File: src/rtl/usb_rx_ep_pkg.sv
// Package: register bit positions shared by the endpoint logic.
// Assumes an 8-bit register whose field order is fixed by software.
package usb_rx_ep_pkg;
    localparam int REG_W      = 8;
    localparam int B_CLRTOG   = 7;
    localparam int B_STALL    = 6;
    localparam int B_INREQ    = 5;
    localparam int B_FLUSH    = 4;
    localparam int B_DERR     = 3;
    localparam int B_NODATA   = 2;
    localparam int B_FULL     = 1;
    localparam int B_RDY      = 0;
endpackage

File: src/rtl/usb_rx_pkt_track.sv
// Module: counts packets held in the receive FIFO and keeps the
// packet-ready flag. One packet is removed per remove request; a new
// packet is refused when all slots are used.
// Assumes remove_i is already qualified by the caller.
module usb_rx_pkt_track #(
    parameter int SLOTS = 2
) (
    input  logic clk,
    input  logic rst_n,
    input  logic pkt_ok_i,
    input  logic remove_i,
    output logic accept_o,
    output logic full_o,
    output logic rdy_o,
    output logic rdy_set_o
);
    localparam int CNT_W = $clog2(SLOTS + 1);
    localparam logic [CNT_W-1:0] CNT_MAX = CNT_W'(SLOTS);
    localparam logic [CNT_W-1:0] CNT_ONE = CNT_W'(1);

    logic [CNT_W-1:0] cnt_q;
    logic             rdy_q;
    logic             have_pkt;
    logic             drop_one;

    assign full_o    = (cnt_q == CNT_MAX);
    assign have_pkt  = (cnt_q != '0);
    assign accept_o  = pkt_ok_i && !full_o;
    assign drop_one  = remove_i && have_pkt;
    assign rdy_set_o = !rdy_q && have_pkt && !remove_i;
    assign rdy_o     = rdy_q;

    // Purpose: update the number of packets held in the FIFO.
    always_ff @(posedge clk) begin
        if (!rst_n) begin
            cnt_q <= '0;
        end else begin
            case ({accept_o, drop_one})
                2'b10:   cnt_q <= cnt_q + CNT_ONE;
                2'b01:   cnt_q <= cnt_q - CNT_ONE;
                default: cnt_q <= cnt_q;
            endcase
        end
    end

    // Purpose: raise packet-ready when a packet waits, drop it on removal.
    always_ff @(posedge clk) begin
        if (!rst_n) begin
            rdy_q <= 1'b0;
        end else if (remove_i) begin
            rdy_q <= 1'b0;
        end else if (rdy_set_o) begin
            rdy_q <= 1'b1;
        end
    end

    AST_CNT_BOUND: assert property (@(posedge clk) disable iff (!rst_n)
        cnt_q <= CNT_MAX);
    AST_FULL_DROPS: assert property (@(posedge clk) disable iff (!rst_n)
        pkt_ok_i && full_o && !remove_i |=> $stable(cnt_q));
    AST_RDY_HAS_PKT: assert property (@(posedge clk) disable iff (!rst_n)
        rdy_q |-> have_pkt);
    AST_REMOVE_CLEARS: assert property (@(posedge clk) disable iff (!rst_n)
        remove_i |=> !rdy_q);
endmodule

File: src/rtl/usb_rx_err_flags.sv
// Module: hardware-set status bits (stall, data error, no data) and the
// halt state caused by a NAK time-out. A hardware set wins over a
// software clear in the same cycle.
// Assumes event inputs are single-cycle pulses.
module usb_rx_err_flags #(
    parameter int TRIES = 3
) (
    input  logic clk,
    input  logic rst_n,
    input  logic ev_stall_i,
    input  logic ev_crc_i,
    input  logic ev_nodata_i,
    input  logic ev_nak_i,
    input  logic ev_pkt_i,
    input  logic iso_i,
    input  logic wr_i,
    input  logic wd_stall_i,
    input  logic wd_derr_i,
    input  logic wd_nodata_i,
    output logic stall_o,
    output logic derr_o,
    output logic nodata_o,
    output logic nodata_rd_o,
    output logic halt_o,
    output logic stall_rise_o,
    output logic nodata_rise_o
);
    localparam int RUN_W = $clog2(TRIES + 1);
    localparam logic [RUN_W-1:0] RUN_LAST = RUN_W'(TRIES - 1);
    localparam logic [RUN_W-1:0] RUN_ONE  = RUN_W'(1);

    logic             stall_q;
    logic             derr_q;
    logic             nodata_q;
    logic             halt_q;
    logic [RUN_W-1:0] run_q;
    logic             nak_halt;
    logic             nodata_hit;
    logic             derr_clr;

    assign nak_halt      = ev_nak_i && !iso_i;
    assign nodata_hit    = !iso_i && ev_nodata_i && !ev_pkt_i && (run_q == RUN_LAST);
    assign derr_clr      = wr_i && !wd_derr_i;
    assign stall_rise_o  = ev_stall_i && !stall_q;
    assign nodata_rise_o = nodata_hit && !nodata_q;

    // Purpose: stall bit, set by the handshake event, cleared by writing 0.
    always_ff @(posedge clk) begin
        if (!rst_n) begin
            stall_q <= 1'b0;
        end else if (ev_stall_i) begin
            stall_q <= 1'b1;
        end else if (wr_i && !wd_stall_i) begin
            stall_q <= 1'b0;
        end
    end

    // Purpose: data-error bit and halt, both released by writing 0.
    always_ff @(posedge clk) begin
        if (!rst_n) begin
            derr_q <= 1'b0;
            halt_q <= 1'b0;
        end else begin
            if (ev_crc_i || nak_halt) begin
                derr_q <= 1'b1;
            end else if (derr_clr) begin
                derr_q <= 1'b0;
            end
            if (nak_halt) begin
                halt_q <= 1'b1;
            end else if (derr_clr) begin
                halt_q <= 1'b0;
            end
        end
    end

    // Purpose: count consecutive empty attempts outside ISO mode.
    always_ff @(posedge clk) begin
        if (!rst_n) begin
            run_q <= '0;
        end else if (iso_i || ev_pkt_i || nodata_hit) begin
            run_q <= '0;
        end else if (ev_nodata_i) begin
            run_q <= run_q + RUN_ONE;
        end
    end

    // Purpose: no-data bit, set on the last counted attempt.
    always_ff @(posedge clk) begin
        if (!rst_n) begin
            nodata_q <= 1'b0;
        end else if (nodata_hit) begin
            nodata_q <= 1'b1;
        end else if (wr_i && !wd_nodata_i) begin
            nodata_q <= 1'b0;
        end
    end

    assign stall_o     = stall_q;
    assign derr_o      = derr_q;
    assign nodata_o    = nodata_q;
    assign nodata_rd_o = nodata_q && !iso_i;
    assign halt_o      = halt_q;

    AST_HALT_NEEDS_DERR: assert property (@(posedge clk) disable iff (!rst_n)
        halt_q |-> derr_q);
    AST_STALL_SET_WINS: assert property (@(posedge clk) disable iff (!rst_n)
        ev_stall_i |=> stall_q);
    AST_RUN_BOUND: assert property (@(posedge clk) disable iff (!rst_n)
        run_q <= RUN_LAST);
    AST_ISO_NO_SET: assert property (@(posedge clk) disable iff (!rst_n)
        iso_i |=> !$rose(nodata_q));
endmodule

File: src/rtl/usb_rx_ctrl_bits.sv
// Module: software-driven bits: IN request, clear-toggle and flush
// commands, and the data toggle itself.
// Assumes rdy_set_i marks the edge where packet-ready rises.
module usb_rx_ctrl_bits (
    input  logic clk,
    input  logic rst_n,
    input  logic wr_i,
    input  logic wd_clrtog_i,
    input  logic wd_inreq_i,
    input  logic wd_flush_i,
    input  logic accept_i,
    input  logic rdy_set_i,
    output logic inreq_o,
    output logic clrtog_o,
    output logic flush_o,
    output logic tog_o
);
    logic inreq_q;
    logic clrtog_q;
    logic flush_q;
    logic tog_q;

    // Purpose: IN-request bit, written by software, dropped on packet-ready.
    always_ff @(posedge clk) begin
        if (!rst_n) begin
            inreq_q <= 1'b0;
        end else if (rdy_set_i) begin
            inreq_q <= 1'b0;
        end else if (wr_i) begin
            inreq_q <= wd_inreq_i;
        end
    end

    // Purpose: one-cycle command bits for toggle clear and flush.
    always_ff @(posedge clk) begin
        if (!rst_n) begin
            clrtog_q <= 1'b0;
            flush_q  <= 1'b0;
        end else begin
            clrtog_q <= wr_i && wd_clrtog_i;
            flush_q  <= wr_i && wd_flush_i;
        end
    end

    // Purpose: data toggle, inverted per accepted packet, cleared on command.
    always_ff @(posedge clk) begin
        if (!rst_n) begin
            tog_q <= 1'b0;
        end else if (wr_i && wd_clrtog_i) begin
            tog_q <= 1'b0;
        end else if (accept_i) begin
            tog_q <= !tog_q;
        end
    end

    assign inreq_o  = inreq_q;
    assign clrtog_o = clrtog_q;
    assign flush_o  = flush_q;
    assign tog_o    = tog_q;

    AST_REQ_DROPS: assert property (@(posedge clk) disable iff (!rst_n)
        rdy_set_i |=> !inreq_q);
    AST_CLR_ZEROES: assert property (@(posedge clk) disable iff (!rst_n)
        wr_i && wd_clrtog_i |=> !tog_q);
    AST_TOG_FLIP: assert property (@(posedge clk) disable iff (!rst_n)
        accept_i && !(wr_i && wd_clrtog_i) |=> tog_q != $past(tog_q));
endmodule

File: src/rtl/usb_rx_ep_ctrl.sv
// Module: top of the receive-endpoint control/status logic. Decodes
// register writes, ties the packet tracker, status flags and control
// bits together, assembles the read value and makes the interrupt.
// Assumes one register write per cycle at most and pulse events.
module usb_rx_ep_ctrl #(
    parameter int SLOTS = 2,
    parameter int TRIES = 3
) (
    input  logic       clk,
    input  logic       rst_n,
    input  logic       reg_wr,
    input  logic [7:0] reg_wdata,
    output logic [7:0] reg_rdata,
    input  logic       ev_pkt_ok,
    input  logic       ev_stall,
    input  logic       ev_crc_err,
    input  logic       ev_no_data,
    input  logic       ev_nak_tmo,
    input  logic       iso_mode,
    output logic       in_req,
    output logic       data_tog,
    output logic       flush_pulse,
    output logic       irq
);
    import usb_rx_ep_pkg::*;

    logic accept, full, rdy, rdy_set, remove, ack;
    logic stall, derr, nodata, nodata_rd, halt, stall_rise, nodata_rise;
    logic inreq, clrtog, flush;
    logic irq_q;
    logic unused_wbit;

    assign unused_wbit = reg_wdata[B_FULL];
    assign ack    = reg_wr && !reg_wdata[B_RDY] && rdy;
    assign remove = ack || (reg_wr && reg_wdata[B_FLUSH]);

    usb_rx_pkt_track #(.SLOTS(SLOTS)) u_track (
        .clk       (clk),
        .rst_n     (rst_n),
        .pkt_ok_i  (ev_pkt_ok),
        .remove_i  (remove),
        .accept_o  (accept),
        .full_o    (full),
        .rdy_o     (rdy),
        .rdy_set_o (rdy_set)
    );

    usb_rx_err_flags #(.TRIES(TRIES)) u_flags (
        .clk           (clk),
        .rst_n         (rst_n),
        .ev_stall_i    (ev_stall),
        .ev_crc_i      (ev_crc_err),
        .ev_nodata_i   (ev_no_data),
        .ev_nak_i      (ev_nak_tmo),
        .ev_pkt_i      (ev_pkt_ok),
        .iso_i         (iso_mode),
        .wr_i          (reg_wr),
        .wd_stall_i    (reg_wdata[B_STALL]),
        .wd_derr_i     (reg_wdata[B_DERR]),
        .wd_nodata_i   (reg_wdata[B_NODATA]),
        .stall_o       (stall),
        .derr_o        (derr),
        .nodata_o      (nodata),
        .nodata_rd_o   (nodata_rd),
        .halt_o        (halt),
        .stall_rise_o  (stall_rise),
        .nodata_rise_o (nodata_rise)
    );

    usb_rx_ctrl_bits u_ctrl (
        .clk         (clk),
        .rst_n       (rst_n),
        .wr_i        (reg_wr),
        .wd_clrtog_i (reg_wdata[B_CLRTOG]),
        .wd_inreq_i  (reg_wdata[B_INREQ]),
        .wd_flush_i  (reg_wdata[B_FLUSH]),
        .accept_i    (accept),
        .rdy_set_i   (rdy_set),
        .inreq_o     (inreq),
        .clrtog_o    (clrtog),
        .flush_o     (flush),
        .tog_o       (data_tog)
    );

    // Purpose: one-cycle interrupt on any rising interrupting status bit.
    always_ff @(posedge clk) begin
        if (!rst_n) begin
            irq_q <= 1'b0;
        end else begin
            irq_q <= stall_rise || nodata_rise || rdy_set;
        end
    end

    // Purpose: assemble the register read value.
    always_comb begin
        reg_rdata           = '0;
        reg_rdata[B_CLRTOG] = clrtog;
        reg_rdata[B_STALL]  = stall;
        reg_rdata[B_INREQ]  = inreq;
        reg_rdata[B_FLUSH]  = flush;
        reg_rdata[B_DERR]   = derr;
        reg_rdata[B_NODATA] = nodata_rd;
        reg_rdata[B_FULL]   = full;
        reg_rdata[B_RDY]    = rdy;
    end

    assign in_req      = inreq && !halt;
    assign flush_pulse = flush;
    assign irq         = irq_q;

    AST_IRQ_HAS_SOURCE: assert property (@(posedge clk) disable iff (!rst_n)
        irq |-> ($rose(stall) || $rose(nodata) || $rose(rdy)));
    AST_HALT_GATES_REQ: assert property (@(posedge clk) disable iff (!rst_n)
        halt |-> !in_req);
    AST_DROP_KEEPS_TOG: assert property (@(posedge clk) disable iff (!rst_n)
        ev_pkt_ok && full && !(reg_wr && reg_wdata[B_CLRTOG]) |=> $stable(data_tog));
endmodule

File: config.mk
export PLATFORM = sky130hd
export DESIGN_NAME = usb_rx_ep_ctrl
export DESIGN_NICKNAME = d
export VERILOG_FILES = /design/src/rtl/usb_rx_ep_pkg.sv /design/src/rtl/usb_rx_pkt_track.sv /design/src/rtl/usb_rx_err_flags.sv /design/src/rtl/usb_rx_ctrl_bits.sv /design/src/rtl/usb_rx_ep_ctrl.sv
export SDC_FILE = /design/constraint.sdc
export NUM_CORES = 1
export LEC_CHECK = 0
export BUFFER_PORTS_ARGS = -buffer_cell sky130_fd_sc_hd__clkbuf_2
export CAP_MARGIN = 20
export CORE_MARGIN = 8
export CORE_UTILIZATION = 45
export CTS_CLUSTER_SIZE = 40
export DETAILED_ROUTE_END_ITERATION = 16
export GPL_ROUTABILITY_DRIVEN = 0
export GPL_TIMING_DRIVEN = 0
export PLACE_DENSITY = 0.76
export SLEW_MARGIN = 20
export SYNTH_ARGS = -nofsm -noshare
export SYNTH_HDL_FRONTEND = slang
export SYNTH_SLANG_ARGS = --single-unit
export TNS_END_PERCENT = 10
File: constraint.sdc
create_clock -name clk -period 3.89 [get_ports clk]
set_clock_uncertainty 0.15 [all_clocks]
set_input_delay 0.778 -clock clk [delete_from_list [all_inputs] [get_ports clk]]
set_output_delay 0.778 -clock clk [all_outputs]
set_load 0.05 [all_outputs]
Word-level counts from Yosys, hierarchy flattened

Index checks and enable logic that the tools add are counted.

Order comparisons: 0
Div/mod/pow operators: 0
Reduce and logical (&&, ||, !) cells: 48
Multiply operators: 0
Add/sub/neg operators: 3
Shifts and indexed selects: 0
Bitwise logic cells: 1
Eq/ne operators: 4
Mux-type cells: 8

Operator list:

| cell                  | number |
|---|---|
| $logic_and A1 B1 Y1   | 19 |
| $logic_not A1 Y1      | 13 |
| $reduce_bool A2 Y1    | 6 |
| $reduce_or A2 Y1      | 4 |
| $mux W1               | 7 |
| $eq A2 B2 Y1 const B  | 3 |
| $logic_or A1 B1 Y1    | 6 |
| $add A2 B1 Y2 const B | 2 |
| $pmux W2 S2           | 1 |
| $eq A2 B1 Y1 const B  | 1 |
| $sub A2 B1 Y2 const B | 1 |
| $not A1 Y1            | 1 |

Memory bits (read-only): 0
RAM bits: 0
Latch bits: 0
Register bits after elaboration: 14
Output and inout port bits: 12
Memories kept: 0

Longest topological paths before layout

Gate-level depths: netlist of run 1.

Depth after elaboration: 7
Mapped depth: 7

Hierarchy

From an unflattened synthesis of run 1, not the netlist that was laid out.

Cells, all modules: 76
Area total of the unflattened synthesis: 686.9 um2

Modules (own cells, without submodules):

| module           | cells an instance | area each (um2) | times used |
|---|---|---|---|
| usb_rx_err_flags | 33                | 281.5           | 1 |
| usb_rx_pkt_track | 19                | 160.2           | 1 |
| usb_rx_ctrl_bits | 11                | 136.4           | 1 |
| usb_rx_ep_ctrl   | 13                | 108.9           | 1 |

Least setup slack after synthesis of run 1

OpenSTA, ideal clock, no wires.

Kind: input to output
From: input port iso_mode
To: output port reg_rdata[2]
Data required time: 2,962 ps
Stages on the path: 2
Arrival: 1,059 ps
Setup slack: 1,903 ps
Cells stage by stage: nor2b_1 > buf_4

Longest elaborated chain between the ends: 2

RTL lines:

| item                | line                    | source |
|---|---|---|
| start, declared     | usb_rx_ep_ctrl.sv:19    | `input logic iso_mode,` |
| $logic_not A1 Y1    | usb_rx_err_flags.sv:102 | `assign nodata_rd_o = nodata_q && !iso_i;` |
| $logic_and A1 B1 Y1 | usb_rx_err_flags.sv:102 |  |
| end, declared       | usb_rx_ep_ctrl.sv:13    | `output logic [7:0] reg_rdata,` |

Every way passes these cells.

Worst setup path after layout of run 1

Ends and elaborated chain as after synthesis.

==> impl_results.md, run 1 <==
* Core area at ~1500 um2
* Antenna-violating nets left at 0
* Diodes inserted at 0
* Crit path max fanout at 4
* Syn_area_per_cell at between 8 and 9 um2
* Final min period at roughly 2.3 ns
* CP Launch Type: input port
* Min Hold Slack at about 0.36 ns
* Seq cells post-synth at 14
* Detailed-route DRC error count at 0
* Post-place setup slack at 1.58 ns
* Die span in x at roughly 55 um
* Worst-Skew Late Latency at between 0.2 and 0.3 ns
* Row cnt at 14
* Synth top area share at 41.8%
* Top post-synthesis cells by area: dfxtp_1, buf_4, nor2b_1
* Min-Delay Path Class: flip-flop to flip-flop
* Status: finished clean
* Final hold viol count at 0
* Hold depth at 2
* Post-CTS sizing at 0
* Area Overhead vs Synth at 28.5%
* Clock root buffer: clkbuf_4
* Netlist cell types at 26
* Leakage at around 0.44 nW
* Highest clock rate at around 430 MHz
* Vias per cell at between 4 and 5
* IO Pins at 29
* CP Capture Type: primary output
* Die height at around 55 um
* All-Layer GR Usage at between 10% and 20%
* Final Cycle Share at about three fifths
* Cells after Synth at between 70 and 80
* Synth warn at 0
* Crit Path Class: input port to primary output
* Final Power at ~0.44 mW
* Initial drt markers at 5
* Power Density at roughly 500 nW/um2
* Worst setup margin at about 1.6 ns
* GR Overflow Total at 0
* Critical R2R Launch: u_track.cnt_q[0]
* Reg2Reg Depth at 5
* Routed via count at between 600 and 700
* Drt total wl at between 1000 and 1500 um
* Peak supply drop at about 0.00031 V
* Cell accounting for the most synthesized area: dfxtp_1
* Setup_tns at 0 ns
* Final setup fails at 0
* CTS Hold Bufs at 0
* Max-cap violations at 0
* Relative slew slack at between 70% and 80%
* Worst-Margin Slew at approximately 0.35 ns
* RSZ-0062 raised after global routing: no
* Layout cells sized above 1 at a little under two fifths
* Post-DR wirelength/cell at between 10 and 15 um
* Initial core utilization at 46.1%
* Vias in the first global route at roughly 560
* Syn Std Cell Area at approximately 670 um2
* Clk sinks at 14
* Clk buf depth at 2
* CTS tree: built
* Port bufs at 27
* Die area at roughly 3000 um2
* Slew Limit Fails at 0
* Num CTS Buffers at 3
* Final HPWL DP at approximately 1100 um
* Fin nets at 126
* Drt pass-1 iters at 3
* Clock-pin slew on the worst setup and hold paths at 0.09 ns
* Sequential cell area fraction in the yosys report at a little over two fifths
* Largest net degree at the start of global routing at 11
* Initial antenna violation count at 0
* WP data arrival at around 1.4 ns
* Global-route wire length before repair at between 2000 and 2500 um
* Crit. Startpoint: iso_mode
* Post-CTS Setup Inserts at 0
* Required time worst endpoint at approximately 3.0 ns
* Htree depth at 1
* Syn nets at 94
* Hold Startpoint: u_flags.nodata_o
## path summary, 6_finish.rpt
| check | slack [ns] | endpoint |
|---|---|---|
| min reg2reg | 0.36 | u_flags.nodata_o |
| max reg2reg | 2.15 | u_track.cnt_q[1] |
| max | 1.59 | reg_rdata[2] |
| min | 0.36 | u_flags.nodata_o |
## layer usage
| layer | vias up | track usage [%] | share of wire (%) |
|---|---|---|---|
| li1 | 309 | - | - |
| met1 | 272 | 11.4 | 41 |
| met2 | 21 | 14.9 | 45 |
| met3 | 4 | 3.26 | 11 |
| met4 | 0 | 8.61 | 2.7 |
| met5 | - | 0 | 0 |
## state kept, by name, summed over array words and instances, names as in the netlist
name / flops
irq: 1
u_ctrl.clrtog_o: 1
u_ctrl.flush_o: 1
u_ctrl.inreq_o: 1
u_ctrl.tog_o: 1
u_flags.derr_o: 1
u_flags.halt_o: 1
u_flags.nodata_o: 1
u_flags.run_q: 2
u_flags.stall_o: 1
u_track.cnt_q: 2
u_track.rdy_o: 1
## stage by stage
stage / util [%] / cells / cell area [um2]
after floorplan: - / 75 / 671
after global routing: 59.3 / 122 / 862
after detailed placement: 56.8 / 118 / 826
after global placement: 56.8 / 118 / 826
final: 59.3 / 122 / 862
after CTS: 59.3 / 122 / 862
## report_power, final
group	total (mW)	internal (mW)	switching, mW
clock network	0.105	0.0570	0.0477
logic	0.152	0.0605	0.0920
registers	0.179	0.162	0.0167
## final cells by class
cell class / count / area (um2)
Tap cell: 16 / 20.0
Clock buffer: 4 / 36.3
Sequential cell: 14 / 280
Buffer: 9 / 63.8
Timing Repair Buffer: 27 / 135
Fill cell: 137 / 592
Inverter: 4 / 15.0
Multi-Input combinational cell: 48 / 312
## cells in the mapped netlist, drive strengths merged
master   number
nor2b         6
o21a          1
o21ai         4
a21boi        3
nor3b         1
clkbuf        1
inv           4
a211oi        2
ha            2
or3           1
xnor2         2
nor3          1
a21oi         2
dfxtp        14
o22ai         1
mux2i         3
and2          1
nor2          7
o311a         1
nand4bb       1
nand2         4
buf           8
and3          3
nand2b        2
## cells by family (layout without fill, tap and decap cells)
kind of cell / Yosys count / count (layout) / share of synthesized area, %
compound gates: 14 / 14 / 13.8
xor+xnor: 2 / 2 / 2.61
fa+ha+maj: 2 / 2 / 3.73
buf+inv: 13 / 44 / 11.8
flops: 14 / 14 / 41.8
mux: 3 / 3 / 4.48
simple gates: 27 / 27 / 21.8
## critical path, cell delays in order
cell and delay, ns:
clkbuf_2 0.11, nor2b_1 0.11, buf_4 0.11, clkbuf_2 0.26
## cells in the final DEF (no fill, tap or decap), drive strengths merged
| cell | netlist | final |
|---|---|---|
| clkbuf | 1 | 32 |
| dfxtp | 14 | 14 |
| buf | 8 | 8 |
| nor2 | 7 | 7 |
| nor2b | 6 | 6 |
| inv | 4 | 4 |
| nand2 | 4 | 4 |
| o21ai | 4 | 4 |
| mux2i | 3 | 3 |
| and3 | 3 | 3 |
| a21boi | 3 | 3 |
| nand2b | 2 | 2 |
| a21oi | 2 | 2 |
| a211oi | 2 | 2 |
| xnor2 | 2 | 2 |
| ha | 2 | 2 |
| and2 | 1 | 1 |
| nand4bb | 1 | 1 |
| o22ai | 1 | 1 |
| o21a | 1 | 1 |
| o311a | 1 | 1 |
| or3 | 1 | 1 |
| nor3b | 1 | 1 |
| nor3 | 1 | 1 |
Note: power is estimated with default switching activity, not from simulation.
==> run 2, diff against run 1 <==
- CORE_UTILIZATION: 45 -> 44
- PLACE_DENSITY: 0.76 -> 0.75
- clock period: 3.89 -> 2.2 ns (I/O delays scaled with it)
==> impl_results.md, run 2 (same netlist as run 1, synthesis figures left out) <==
* Die area at 3030 um2 (was 2980 um2)
* Grt met3 use at 4.28% (was 3.26%)
* Filler Cell Count at 132 (was 137)
* Worst-Skew Late Latency at 0.28 ns (about the same)
* Die height at 55.0 um (was 54.6 um)
* All-Layer GR Usage at 10.7% (was 10.1%)
* Clk buf depth at 2 (unchanged)
* Switching power at 0.283 mW (was 0.156 mW)
* Reg power frac at 40.8% (was 41.0%)
* Layout cells sized above 1 at 37.7% (unchanged)
* RSZ-0062 raised after global routing: no (unchanged)
* Diodes inserted at 0 (unchanged)
* Final Cycle Share at between 80 and 90%
* Min Hold Slack at 0.237 ns (was 0.358 ns)
* Global-route wire length before repair at 2400 um (was 2190 um)
* Row cnt at 14 (unchanged)
* Detailed-route DRC error count at 0 (unchanged)
* GR Overflow Total at 0 (unchanged)
* Setup_tns at 0 ns (unchanged)
* Post-layout util at 58.6% (was 59.3%)
* Post-CTS sizing at 0 (unchanged)
* Internal at 0.495 mW (was 0.280 mW)
* IO Pins at 29 (unchanged)
* Relative slew slack at 75.1% (was 76.7%)
* Comb power frac at 35.2% (was 35.0%)
* Min-Delay Path Class: input port to flip-flop (was flip-flop to flip-flop)
* Met2 Use GR at 17.7% (was 14.9%)
* CP Capture Type: primary output (unchanged)
* Grt peak-use layer: met2 (unchanged)
* Crit path max fanout at 5 (was 4)
* Final HPWL DP at 1200 um (was 1130 um)
* WP data arrival at 1.33 ns (was 1.37 ns)
* Met1 usage at 11.8% (was 11.4%)
* Port bufs at 27 (unchanged)
* Required time worst endpoint at 1.61 ns (was 2.96 ns)
* Highest clock rate at 522 MHz
* Drt pass-1 iters at 4 (was 3)
* Peak supply drop at 0.000429 V (was 0.000312 V)
* Vias in the first global route at 599 (was 562)
* Vias per cell at 4.93 (was 4.97)
* Htree depth at 1 (unchanged)
* Leading cell type in the layout, fill and taps excluded: clkbuf_2 (unchanged)
* Clock Power Share at 24.0% (about the same)
* Num CTS Buffers at 3 (unchanged)
* Power Density at 903 nW/um2 (was 506 nW/um2)
* Clk sinks at 14 (unchanged)
* Initial drt markers at 13 (was 5)
* CTS Hold Bufs at 0 (unchanged)
* CP Launch Type: flip-flop (was input port)
* Drt total wl at 1470 um (was 1380 um)
* Final hold viol count at 0 (unchanged)
* Regs by FF count: u_flags.run_q: 2 flops, u_track.cnt_q: 2 flops (unchanged)
* Fin nets at 126 (unchanged)
* Clock root buffer: clkbuf_4 (unchanged)
* Final min period at 1.92 ns
* Crit Path Class: flip-flop to primary output (was input port to primary output)
* Slew Limit Fails at 0 (unchanged)
* Clock-pin slew on the worst setup and hold paths at 0.08 ns (was 0.09 ns)
* Initial antenna violation count at 0 (unchanged)
* Most frequent cells in the layout: clkbuf_2, dfxtp_1, buf_4 (unchanged)
* Die span in x at 55.0 um (was 54.6 um)
* Leakage at 0.442 nW (unchanged)
* Final setup fails at 0 (unchanged)
* Final Power at 0.778 mW (was 0.436 mW)
* Routed via count at 601 (was 606)
* Initial core utilization at 45.6% (was 46.1%)
* CTS tree: built (unchanged)
* Sw Ratio at 36.4% (was 35.9%)
* Max-cap violations at 0 (unchanged)
* Area Overhead vs Synth at 28.5% (unchanged)
* Post-DR wirelength/cell at 12.0 um (was 11.3 um)
* Worst-Margin Slew at 0.373 ns (was 0.350 ns)
* Largest net degree at the start of global routing at 11 (unchanged)
* Antenna-violating nets left at 0 (unchanged)
* Post-CTS Setup Inserts at 0 (unchanged)
* Core area at 1470 um2 (was 1450 um2)
* Status: finished clean (unchanged)
run 2: cell counts in the layout (fill, tap and decap cells not counted):
Identical to the previous run, type by type.
run 2: final timing paths:
path	start	to	slack, ns	cells after the start
max	u_track.cnt_q[0]	reg_rdata[1]	0.28	4
min	ev_crc_err	u_flags.derr_o	0.24	3
max reg2reg	u_track.cnt_q[0]	u_track.cnt_q[1]	0.44	5
min reg2reg	u_flags.stall_o	u_flags.stall_o	0.36	2
run 2: worst max-delay path, cell delays in order (launching register included):
cell,delay (ns)
dfxtp_1,0.44
nand2b_1,0.21
inv_1,0.06
buf_4,0.12
clkbuf_2,0.22
run 2: final cells by class:
| type | count | area (um2) | share of cell area [%] |
|---|---|---|---|
| timing repair buffer | 27 | 135 | 15.7 |
| inverter | 4 | 15.0 | 1.74 |
| clock buffer | 4 | 36.3 | 4.21 |
| buffer | 9 | 63.8 | 7.40 |
| sequential | 14 | 280 | 32.5 |
| multi-input combinational | 48 | 312 | 36.1 |
| tap | 16 | 20.0 | 2.32 |
run 2: per-layer routing:
| layer | wire [um] | part of all wire, % |
|---|---|---|
| met3 | 156 | 11 |
| met2 | 665 | 45 |
| met5 | 0 | 0 |
| met1 | 630 | 43 |
| met4 | 17 | 1.2 |
run 2: stage by stage:
stage	setup WS, ns	instances	area, um2
after floorplan	0.567	75	671
after global placement	0.392	118	826
after detailed placement	0.348	118	826
after CTS	0.264	122	862
after global routing	0.151	122	862
final	0.283	122	862
run 2: power groups by stage:
| stage | combinational [mW] | sequential (mW) | clock (mW) |
|---|---|---|---|
| 2_1_floorplan | 0.192 | 0.340 | 0 |
| 3_3_place_gp | 0.267 | 0.321 | 0 |
| 3_5_place_dp | 0.276 | 0.323 | 0 |
| 4_1_cts | 0.277 | 0.318 | 0.192 |
| 5_1_grt | 0.296 | 0.325 | 0.210 |
| 6_report | 0.274 | 0.317 | 0.187 |
